## src/rtl/dmac_pkg.sv

```systemverilog
package dmac_pkg;
    localparam int ADDR_W    = 32;
    localparam int LEN_W     = 16;
    localparam int QM_W      = 2;
    localparam int QN_W      = 12;
    localparam int DESC_W    = 96;
    localparam int BYTE_W    = 8;
    localparam int MAX_BURST = 64;
    localparam int BURST_W   = $clog2(MAX_BURST + 1);
    localparam int MOVED_W   = LEN_W + 1;

    // packet descriptor field positions
    localparam int PD_SIZE_LO  = 0;
    localparam int PD_QM_LO    = PD_SIZE_LO + LEN_W;
    localparam int PD_QN_LO    = PD_QM_LO + QM_W;
    localparam int PD_FIRST_LO = 32;
    // buffer descriptor field positions
    localparam int BD_ADDR_LO  = 0;
    localparam int BD_LEN_LO   = 32;
    localparam int BD_NEXT_LO  = 64;

    typedef enum logic [2:0] {
        ST_IDLE, ST_PD_REQ, ST_PD_WAIT, ST_BD_REQ,
        ST_BD_WAIT, ST_RD_REQ, ST_RD_DATA, ST_DONE
    } mover_st_e;

    typedef struct packed {
        mover_st_e           st;
        logic [ADDR_W-1:0]   pd_ptr;
        logic [ADDR_W-1:0]   desc_addr;
        logic [LEN_W-1:0]    size;
        logic [QM_W-1:0]     qm;
        logic [QN_W-1:0]     qn;
        logic [MOVED_W-1:0]  moved;
        logic [ADDR_W-1:0]   buf_addr;
        logic [LEN_W-1:0]    buf_rem;
        logic [ADDR_W-1:0]   next_ptr;
        logic [BURST_W-1:0]  beats;
    } mover_regs_t;
endpackage

```

## src/rtl/dmac_desc_unpack.sv

```systemverilog
module dmac_desc_unpack
    import dmac_pkg::*;
(
    input  logic [DESC_W-1:0] word,
    output logic [LEN_W-1:0]  pd_size,
    output logic [QM_W-1:0]   pd_qm,
    output logic [QN_W-1:0]   pd_qn,
    output logic [ADDR_W-1:0] pd_first,
    output logic [ADDR_W-1:0] bd_addr,
    output logic [LEN_W-1:0]  bd_len,
    output logic [ADDR_W-1:0] bd_next
);
    assign pd_size  = word[PD_SIZE_LO  +: LEN_W];
    assign pd_qm    = word[PD_QM_LO    +: QM_W];
    assign pd_qn    = word[PD_QN_LO    +: QN_W];
    assign pd_first = word[PD_FIRST_LO +: ADDR_W];
    assign bd_addr  = word[BD_ADDR_LO  +: ADDR_W];
    assign bd_len   = word[BD_LEN_LO   +: LEN_W];
    assign bd_next  = word[BD_NEXT_LO  +: ADDR_W];
endmodule

```

## src/rtl/dmac_burst_len.sv

```systemverilog
module dmac_burst_len
    import dmac_pkg::*;
(
    input  logic [LEN_W-1:0]   remain,
    output logic [BURST_W-1:0] blen
);
    localparam logic [LEN_W-1:0] CAP = LEN_W'(MAX_BURST);

    assign blen = (remain >= CAP) ? BURST_W'(MAX_BURST) : BURST_W'(remain);
endmodule

```

## src/rtl/dmac_chain_tx.sv

```systemverilog
module dmac_chain_tx
    import dmac_pkg::*;
(
    input  logic               clk,
    input  logic               rst_n,
    input  logic               sub_valid,
    input  logic [ADDR_W-1:0]  sub_ptr,
    output logic               sub_ready,
    output logic               desc_req_valid,
    input  logic               desc_req_ready,
    output logic [ADDR_W-1:0]  desc_req_addr,
    input  logic               desc_rsp_valid,
    input  logic [DESC_W-1:0]  desc_rsp_data,
    output logic               rd_req_valid,
    input  logic               rd_req_ready,
    output logic [ADDR_W-1:0]  rd_req_addr,
    output logic [BURST_W-1:0] rd_req_len,
    input  logic               rd_rsp_valid,
    output logic               rd_rsp_ready,
    input  logic [BYTE_W-1:0]  rd_rsp_data,
    input  logic               fifo_full,
    output logic               fifo_wr_en,
    output logic [BYTE_W-1:0]  fifo_wr_data,
    output logic               cmp_valid,
    input  logic               cmp_ready,
    output logic [QM_W-1:0]    cmp_qmgr,
    output logic [QN_W-1:0]    cmp_qnum,
    output logic [ADDR_W-1:0]  cmp_ptr,
    output logic               busy
);
    mover_regs_t r_q, r_d;

    logic [LEN_W-1:0]   pd_size, bd_len;
    logic [QM_W-1:0]    pd_qm;
    logic [QN_W-1:0]    pd_qn;
    logic [ADDR_W-1:0]  pd_first, bd_addr, bd_next;
    logic [BURST_W-1:0] burst_len;
    logic               beat;
    logic [MOVED_W-1:0] moved_inc;
    logic [LEN_W-1:0]   rem_dec;

    dmac_desc_unpack u_unpack (
        .word     (desc_rsp_data),
        .pd_size  (pd_size),
        .pd_qm    (pd_qm),
        .pd_qn    (pd_qn),
        .pd_first (pd_first),
        .bd_addr  (bd_addr),
        .bd_len   (bd_len),
        .bd_next  (bd_next)
    );

    dmac_burst_len u_split (
        .remain (r_q.buf_rem),
        .blen   (burst_len)
    );

    assign sub_ready      = (r_q.st == ST_IDLE);
    assign busy           = (r_q.st != ST_IDLE);
    assign desc_req_valid = (r_q.st == ST_PD_REQ) || (r_q.st == ST_BD_REQ);
    assign desc_req_addr  = r_q.desc_addr;
    assign rd_req_valid   = (r_q.st == ST_RD_REQ) && !fifo_full;
    assign rd_req_addr    = r_q.buf_addr;
    assign rd_req_len     = burst_len;
    assign rd_rsp_ready   = (r_q.st == ST_RD_DATA) && !fifo_full;
    assign beat           = rd_rsp_valid && rd_rsp_ready;
    assign fifo_wr_en     = beat;
    assign fifo_wr_data   = rd_rsp_data;
    assign cmp_valid      = (r_q.st == ST_DONE);
    assign cmp_qmgr       = r_q.qm;
    assign cmp_qnum       = r_q.qn;
    assign cmp_ptr        = r_q.pd_ptr;
    assign moved_inc      = r_q.moved + MOVED_W'(1);
    assign rem_dec        = r_q.buf_rem - LEN_W'(1);

    always_comb begin
        r_d = r_q;
        unique case (r_q.st)
            ST_IDLE: if (sub_valid) begin
                r_d.pd_ptr    = sub_ptr;
                r_d.desc_addr = sub_ptr;
                r_d.moved     = '0;
                r_d.st        = ST_PD_REQ;
            end
            ST_PD_REQ: if (desc_req_ready) r_d.st = ST_PD_WAIT;
            ST_PD_WAIT: if (desc_rsp_valid) begin
                r_d.size      = pd_size;
                r_d.qm        = pd_qm;
                r_d.qn        = pd_qn;
                r_d.desc_addr = pd_first;
                r_d.st        = (pd_size == '0) ? ST_DONE : ST_BD_REQ;
            end
            ST_BD_REQ: if (desc_req_ready) r_d.st = ST_BD_WAIT;
            ST_BD_WAIT: if (desc_rsp_valid) begin
                r_d.buf_addr = bd_addr;
                r_d.buf_rem  = bd_len;
                r_d.next_ptr = bd_next;
                if (bd_len != '0) begin
                    r_d.st = ST_RD_REQ;
                end else if (bd_next == '0) begin
                    r_d.st = ST_DONE;
                end else begin
                    r_d.desc_addr = bd_next;
                    r_d.st        = ST_BD_REQ;
                end
            end
            ST_RD_REQ: if (rd_req_valid && rd_req_ready) begin
                r_d.beats = burst_len;
                r_d.st    = ST_RD_DATA;
            end
            ST_RD_DATA: if (beat) begin
                r_d.buf_addr = r_q.buf_addr + ADDR_W'(1);
                r_d.buf_rem  = rem_dec;
                r_d.moved    = moved_inc;
                r_d.beats    = r_q.beats - BURST_W'(1);
                if (r_q.beats == BURST_W'(1)) begin
                    if (moved_inc >= MOVED_W'(r_q.size)) begin
                        r_d.st = ST_DONE;
                    end else if (rem_dec != '0) begin
                        r_d.st = ST_RD_REQ;
                    end else if (r_q.next_ptr == '0) begin
                        r_d.st = ST_DONE;
                    end else begin
                        r_d.desc_addr = r_q.next_ptr;
                        r_d.st        = ST_BD_REQ;
                    end
                end
            end
            ST_DONE: if (cmp_ready) r_d.st = ST_IDLE;
            default: r_d.st = ST_IDLE;
        endcase
    end

    always_ff @(posedge clk) begin
        if (!rst_n) begin
            r_q    <= '0;
            r_q.st <= ST_IDLE;
        end else begin
            r_q <= r_d;
        end
    end

    // requested burst is never empty and never above the cap
    p_burst_cap_r1: assert property (@(posedge clk) disable iff (!rst_n)
        rd_req_valid |-> (rd_req_len != '0) && (rd_req_len <= BURST_W'(MAX_BURST)));

    // no burst request while staging FIFO is full
    p_hold_when_full_r8: assert property (@(posedge clk) disable iff (!rst_n)
        fifo_full |-> !rd_req_valid && !fifo_wr_en);

    // completion stays presented and unchanged until taken
    p_cmp_hold_r7: assert property (@(posedge clk) disable iff (!rst_n)
        cmp_valid && !cmp_ready |=> cmp_valid && $stable(cmp_ptr)
                                   && $stable(cmp_qnum) && $stable(cmp_qmgr));

    // a submission is only taken while idle, and busy follows it
    p_busy_after_sub_r9: assert property (@(posedge clk) disable iff (!rst_n)
        sub_valid && sub_ready |=> busy);

    // busy drops after completion is accepted
    p_idle_after_cmp_r9: assert property (@(posedge clk) disable iff (!rst_n)
        cmp_valid && cmp_ready |=> !busy);

    // only one kind of request is outstanding at once
    p_one_req_r3: assert property (@(posedge clk) disable iff (!rst_n)
        !(desc_req_valid && rd_req_valid) && !(cmp_valid && rd_rsp_ready));
endmodule

```

## config.mk

```make
export PLATFORM = sky130hd
export DESIGN_NAME = dmac_chain_tx
export DESIGN_NICKNAME = d
export VERILOG_FILES = /design/src/rtl/dmac_pkg.sv /design/src/rtl/dmac_desc_unpack.sv /design/src/rtl/dmac_burst_len.sv /design/src/rtl/dmac_chain_tx.sv
export SDC_FILE = /design/constraint.sdc
export NUM_CORES = 1
export LEC_CHECK = 0
export ABC_AREA = 0
export BUFFER_PORTS_ARGS = -buffer_cell sky130_fd_sc_hd__buf_4
export CELL_PAD_IN_SITES_DETAIL_PLACEMENT = 2
export CELL_PAD_IN_SITES_GLOBAL_PLACEMENT = 2
export CORE_MARGIN = 4
export CORE_UTILIZATION = 28
export CTS_BUF_LIST = sky130_fd_sc_hd__clkbuf_4
export DETAILED_ROUTE_END_ITERATION = 8
export PLACE_DENSITY = 0.89
export REMOVE_ABC_BUFFERS = 1
export SLEW_MARGIN = 20
export SYNTH_ARGS = -nofsm -noshare
export SYNTH_HDL_FRONTEND = slang
export SYNTH_SLANG_ARGS = --single-unit
export TNS_END_PERCENT = 1
```

## constraint.sdc

```tcl
create_clock -name clk -period 3.1 [get_ports clk]
set_clock_uncertainty 0.15 [all_clocks]
set_input_delay 0.62 -clock clk [delete_from_list [all_inputs] [get_ports clk]]
set_output_delay 0.62 -clock clk [all_outputs]
set_load 0.02 [all_outputs]
```

==> results of run 1 <==
==> flip-flops by register name, summed over array words and instances, names as in the netlist <==
register       count
r_q               91
cmp_ptr           32
desc_req_addr     32
rd_req_addr       32
cmp_qnum          12
cmp_qmgr           2
==> worst paths after layout <==
path,start,endpoint,slack (ns),cells after the start
worst min register to register,r_q[120]$_SDFFE_PN0P_,r_q[120]$_SDFFE_PN0P_,0.31,2
worst max register to register,r_q[88]$_SDFFE_PN0P_,desc_req_addr[22]$_SDFFE_PN0P_,-0.74,16
worst max-delay path,r_q[88]$_SDFFE_PN0P_,desc_req_addr[22]$_SDFFE_PN0P_,-0.74,16
worst min-delay path,desc_rsp_data[11],r_q[129]$_SDFFE_PN0P_,0.04,3
==> power groups by stage <==
stage / Combinational (uW) / Clock [uW] / Sequential, uW
6_report: 1160 / 2760 / 2710
5_1_grt: 1210 / 2940 / 2710
4_1_cts: 1070 / 2700 / 2700
3_5_place_dp: 895 / 0 / 2750
3_3_place_gp: 857 / 0 / 2750
2_1_floorplan: 300 / 0 / 2830
==> layout make-up <==
class                           instances  area, um2  share of cell area, %
Clock inverter                         18       77.6                  0.503
Tap cell                              525        657                   4.26
Clock buffer                           90        676                   4.38
Inverter                               34        136                  0.885
Multi-Input combinational cell       1077       6130                   39.8
Antenna cell                            4       10.0                 0.0650
Timing Repair Buffer                  438       3690                   23.9
Sequential cell                       201       4030                   26.2
==> per-stage QoR <==
step | cell area (um2) | setup WS [ns] | TNS [ns] | cells | total power (uW)
6_report | 15400 | -0.736 | -18.71 | 2387 | 6630
2_1_floorplan | 9990 | -2.08 | -210.52 | 1312 | 3130
4_1_cts | 15300 | -0.365 | -10.22 | 2380 | 6470
5_1_grt | 15400 | -0.855 | -23.71 | 2386 | 6870
3_3_place_gp | 13300 | -0.431 | -13.43 | 2175 | 3610
3_5_place_dp | 13300 | -0.791 | -24.71 | 2175 | 3650
==> kinds of logic (layout without fill, tap and decap cells) <==
family                   count (synthesis)  in the layout  synth area share, %
AO/OA/AOI/OAI                          351            351                 19.2
multiplexers                            34             34                 3.02
buffers and inverters                  254            580                 12.9
AND/OR/NAND/NOR                        639            639                 24.5
adder cells (fa/ha/maj)                 22             22                 2.43
XOR/XNOR                                31             31                 2.40
other                                    0              4                    0
flip-flops                             201            201                 35.5
==> critical path: stages, from the launching register on <==
cell,delay (ns)
dfxtp_4,0.37
ha_4,0.14
nand4_1,0.17
or2_4,0.33
nor2_4,0.13
and3_4,0.24
xor2_4,0.18
ha_4,0.23
nand4_1,0.14
nor3_1,0.08
a21oi_1,0.17
nand4_1,0.27
nor3b_2,0.34
o211a_4,0.24
buf_6,0.11
buf_12,0.14
mux2i_1,0.36
==> cell usage after synthesis, drive strengths merged, types with 4 or more instances <==
library cell and count:
a211oi 8, a21oi 164, a221oi 16, a222oi 31, a22oi 13, a31oi 10
and2 11, and3 14, buf 128, clkbuf 92, dfxtp 201, ha 22
inv 34, mux2i 33, nand2 370, nand3 28, nand4 21, nor2 107
nor2b 4, nor3 25, nor3b 4, nor4 34, o21ai 67, o22ai 6
o31ai 4, or2 4, or3 5, xnor2 16, xor2 15
==> layer usage <==
layer  global-route usage [%]  vias up
met5                        0        -
met4                     14.0        0
met3                     7.07      233
met2                     49.0      714
met1                     29.1     6607
li1                         -     5812
==> repair_timing <==
action,in CTS,in global routing
hold endpoints to repair,89,0
pin swaps,19,10
hold buffers,87,0
buffers inserted,7,3
cloned,3,0
setup endpoints to repair,43,40
resized for setup,52,19
==> metrics.md, run 1 <==
| Metric | Value |
|---|---|
| CP Capture Type | flip-flop |
| Layout cells sized above 1 | around 27% |
| Die Area | 43700 um2 |
| Post-DR wirelength/cell | 26.5 um |
| WL met2 | about 32000 um |
| Total Routing Usage GR | between 20 and 30% |
| Async SR Flop Fraction | 0% |
| Area growth syn-to-layout | 36.1% |
| Clock root buffer | clkbuf_4 |
| Int Power | 4460 uW |
| Drt total wl | around 63000 um |
| Vias in the first global route | between 15000 and 20000 |
| DP Wirelength | 36300 um |
| Fillers | around 4500 |
| Number of port buffers | 260 |
| Yosys synthesis warning count | 0 |
| Pwr Density | 430 nW/um2 |
| Num CTS Buffers | 58 |
| Hold WS | roughly 0.038 ns |
| Total of max-cap violations | 0 |
| Antenna violations before repair | 4 |
| Pin count of the biggest net entering global routing | 59 |
| Crit path kind | reg2reg |
| Critical Path RT | around 3.6 ns |
| Netlist cell types | 66 |
| Layout net count | between 1500 and 2000 |
| Yosys top cell by area | dfxtp_1 |
| Leakage | ~0.0064 uW |
| Psw | roughly 2200 uW |
| Synthesized cell area | approximately 11000 um2 |
| Number of synthesized flops with an enable pin | 0 |
| Clock slew at reported path FFs | approximately 0.080 ns |
| I/O pin count | 277 |
| Status | complete, but fails checks |
| Core area | around 40000 um2 |
| Sw frac | around 33% |
| Slew @ Worst Pin | ~0.86 ns |
| Met3 routed WL | between 4000 and 5000 um |
| CP Max Fanout | 6 |
| Final period demand of the worst path | roughly 3.8 ns |
| Top FF cell, synth | dfxtp_1 |
| RSZ-0062 raised after global routing | true |
| Placement Rows | between 70 and 80 |
| Worst Hold Class | in2reg |
| Initial Util | roughly 28% |
| TritonRoute pass-1 iters | 6 |
| Commonest non-fill, non-tap cell in the layout | nand2_1 |
| Wl on met1 | approximately 23000 um |
| Slew Limit Fails | 0 |
| Fin crit share | 124% |
| Die Y | between 200 and 250 um |
| Rel. slew slack | 42.6% |
| Dominant cells by area after synthesis | dfxtp_1, nand2_1, buf_4 |
| Achievable Freq | around 260 MHz |
| Mapped Avg Cell Area | between 7 and 8 um2 |
| Via Count | around 13000 |
| CP Launch Type | flip-flop |
| GR Overflow Total | 0 |
| Final Core Density | about two fifths |
| Routability cong. | around 0.9 |
| Clock share of power | 41.7% |
| Sequential area share after synthesis | 35.5% |
| Worst skew pair latency | between 0.7 and 0.8 ns |
| Setup violators final | 39 |
| First-pass GRT wire length | around 94000 um |
| ANT nets after route | 0 |
| WP data arrival | roughly 4.4 ns |
| Worst setup margin | -0.736 ns |
| Post-synth top area share | between 30% and 40% |
| Residual DRC | 0 |
| Comb power frac | 17.5% |
| CTS H-Tree Depth | 2 |
| Failing checks | negative setup slack |
| CTS tree | built |
| Top Metal Used | met4 |
| Peak VDD IR | roughly 0.31 mV |
| Vias/cell | about 5.6 |
| Sequential share of power | 40.9% |
| Die width | around 210 um |
| Synthesized flop and latch total | approximately 200 |
| Initial drt markers | between 1000 and 1500 |
| Final hold violations | 0 |
| Most frequent cells in the layout | nand2_1, buf_4, dfxtp_1, a21oi_1, nor2_1 |
| Clock Path Buffers | 3 |
| Clock sinks | roughly 200 |
| Mapped Cells | 1532 |
(Power assumes the default switching activity.)
==> run 2: changes to the inputs <==
--- a/config.mk
+++ b/config.mk
@@ -15,6 +15,7 @@
 export DETAILED_ROUTE_END_ITERATION = 8
 export PLACE_DENSITY = 0.89
 export REMOVE_ABC_BUFFERS = 1
+export SETUP_SLACK_MARGIN = 0.3
 export SLEW_MARGIN = 20
 export SYNTH_ARGS = -nofsm -noshare
 export SYNTH_HDL_FRONTEND = slang
==> run 2 against run 1 <==
Compared with the run above: the run still ends with negative setup slack left; critical path depth did not move; die area did not move; count of clock-buffer cells in the layout did not move; non-clock buffer count did not move; combinational power barely moved; critical endpoint is now desc_req_addr[10]$_SDFFE_PN0P_; largest cell class unchanged.
==> metrics.md, run 2 (synthesis gave the netlist of run 1 again) <==
| Metric | Value |
|---|---|
| Status | complete, but fails checks |
| Failing checks | negative setup slack |
| Final Power | about 6700 uW |
| Total of max-cap violations | 0 |
| Hold WS | about 0.043 ns |
| Initial drt markers | between 900 and 1000 |
| Crit-path cells | ha_4, nand4_1, or2_4, nor2_4, and3_4, xor2_4, ha_4, nand4_1, nor3_1, a21oi_1, nand4_1, nor3b_2, o211a_4, buf_6, buf_16, mux2i_4 |
| Sw frac | between 30% and 40% |
| Fin crit share | 121% |
| TritonRoute pass-1 iters | 6 |
| Die width | ~210 um |
| Slew Limit Fails | 0 |
| Final hold violations | 0 |
| Int Power | about 4500 uW |
| Commonest non-fill, non-tap cell in the layout | nand2_1 |
| Rel. slew slack | 43.2% |
| CP Launch Type | flip-flop |
| CP Max Fanout | 6 |
| Routability cong. | 0.875 |
| Clock Path Buffers | 3 |
| Leakage | ~0.0064 uW |
| Top reg by flops | r_q |
| Total Routing Usage GR | 27.2% |
| Via Count | 13500 |
| WP data arrival | ~4.3 ns |
| Delay-heaviest family, CP | simple AND/OR/NAND/NOR gates |
| Vias in the first global route | 15300 |
| Die Y | approximately 210 um |
| Post-DR wirelength/cell | about 27 um |
| Peak VDD IR | 0.293 mV |
| Slowest-stage cell, CP | dfxtp_4 |
| Layout net count | a little under 2000 |
| Clock sinks | ~200 |
| CTS tree | built |
| Slew @ Worst Pin | between 0.8 and 0.9 ns |
| CP Capture Type | flip-flop |
| Psw | approximately 2200 uW |
| Most frequent cells in the layout | nand2_1, buf_4, dfxtp_1, a21oi_1, nor2_1 |
| Area growth syn-to-layout | 36.8% |
| CP max stage delay | between 0.3 and 0.4 ns |
| Worst Hold Class | in2reg |
| Layout cells sized above 1 | a little over a quarter |
| Final Core Density | 38.9% |
| Residual DRC | 0 |
| Worst skew pair latency | ~0.8 ns |
| DP Wirelength | approximately 36000 um |
| ANT nets after route | 0 |
| Clock slew at reported path FFs | around 0.08 ns |
| Sequential share of power | between 40% and 50% |
| Die Area | roughly 44000 um2 |
| Max FFs per register | 91 |
| Core area | roughly 40000 um2 |
| Dpl ws | -0.791 ns |
| Placed cell area | ~13000 um2 |
| CTS H-Tree Depth | 2 |
| Reg area | a little over 4000 um2 |
| Worst setup margin | -0.650 ns |
| RSZ-0062 raised after global routing | true |
| Buf/Inv on CP | 2 |
| Fin area | about 15000 um2 |
| First-pass GRT wire length | 94200 um |
| Multi-input gate area | a little over 6000 um2 |
| Critical Path RT | between 3 and 4 ns |
| Comb power frac | about 18% |
| Clock share of power | a little over two fifths |
| Clock root buffer | clkbuf_4 |
| Pwr Density | roughly 430 nW/um2 |
| Vias/cell | about 5.6 |
| Achievable Freq | ~270 MHz |
| Crit path kind | reg2reg |
| Pin count of the biggest net entering global routing | 59 |
| Antenna violations before repair | 3 |
| Setup violators final | 39 |
| GR Overflow Total | 0 |
| Number of port buffers | between 200 and 300 |
| Initial Util | 28.4% |
| I/O pin count | roughly 280 |
| Num CTS Buffers | between 50 and 60 |
| Final period demand of the worst path | ~3.7 ns |
| Drt total wl | between 60000 and 70000 um |
| Most used cell, CP | nand4_1 |
| Fillers | roughly 4500 |
| Placement Rows | 73 |
[run 2: worst paths after layout]
kind / endpoint / start / cells past startpoint / slack, ns
worst min register to register: cmp_ptr[5]$_SDFFE_PN0P_ / cmp_ptr[5]$_SDFFE_PN0P_ / 2 / 0.31
worst max-delay path: desc_req_addr[10]$_SDFFE_PN0P_ / r_q[88]$_SDFFE_PN0P_ / 16 / -0.65
worst min-delay path: r_q[129]$_SDFFE_PN0P_ / desc_rsp_data[11] / 3 / 0.04
worst max register to register: desc_req_addr[10]$_SDFFE_PN0P_ / r_q[88]$_SDFFE_PN0P_ / 16 / -0.65
[run 2: final cells by class]
class                   count  area share [%]
well taps                 525            4.24
flip-flops and latches    201            26.0
multi-input cells        1077            40.0
inverters                  34           0.905
clock buffers              90            4.36
clock inverters            18           0.501
repair buffers            438            23.9
diodes                      4          0.0646
[run 2: metal layers]
metal | vias up | global-route usage [%] | share of wire, %
li1 | 5814 | - | -
met1 | 6691 | 29.3 | 37
met2 | 722 | 49.1 | 49
met3 | 252 | 6.91 | 7.3
met4 | 0 | 14.0 | 6.2
met5 | - | 0 | 0
[run 2: tightest hold or removal path, delay by kind of cell]
kind / cells / cell delay (ns)
AO/OA/AOI/OAI: 1 / 0.05
buffers and inverters: 1 / 0.13
AND/OR/NAND/NOR: 1 / 0.06
[run 2: stage by stage]
| step | setup TNS (ns) | instances |
|---|---|---|
| 6_report | -19.02 | 2387 |
| 5_1_grt | -22.98 | 2386 |
| 4_1_cts | -10.22 | 2380 |
| 3_5_place_dp | -24.71 | 2175 |
| 3_3_place_gp | -13.43 | 2175 |
| 2_1_floorplan | -210.52 | 1312 |
[run 2: power by group through the flow]
stage               registers [uW]  logic (uW)  clock network, uW
floorplan                     2830         300                  0
global placement              2750         857                  0
detailed placement            2750         895                  0
CTS                           2700        1070               2700
global route                  2710        1230               2950
finish                        2710        1180               2780
[run 2: what timing repair did]
| item | CTS | global route |
|---|---|---|
| endpoints found under the hold margin | 89 | 0 |
| setup endpoints to repair | 44 | 50 |
| setup buffers | 7 | 3 |
| cloned | 3 | 0 |
| hold buffers | 87 | 0 |
| pin swaps | 22 | 13 |
| resized for setup | 59 | 31 |
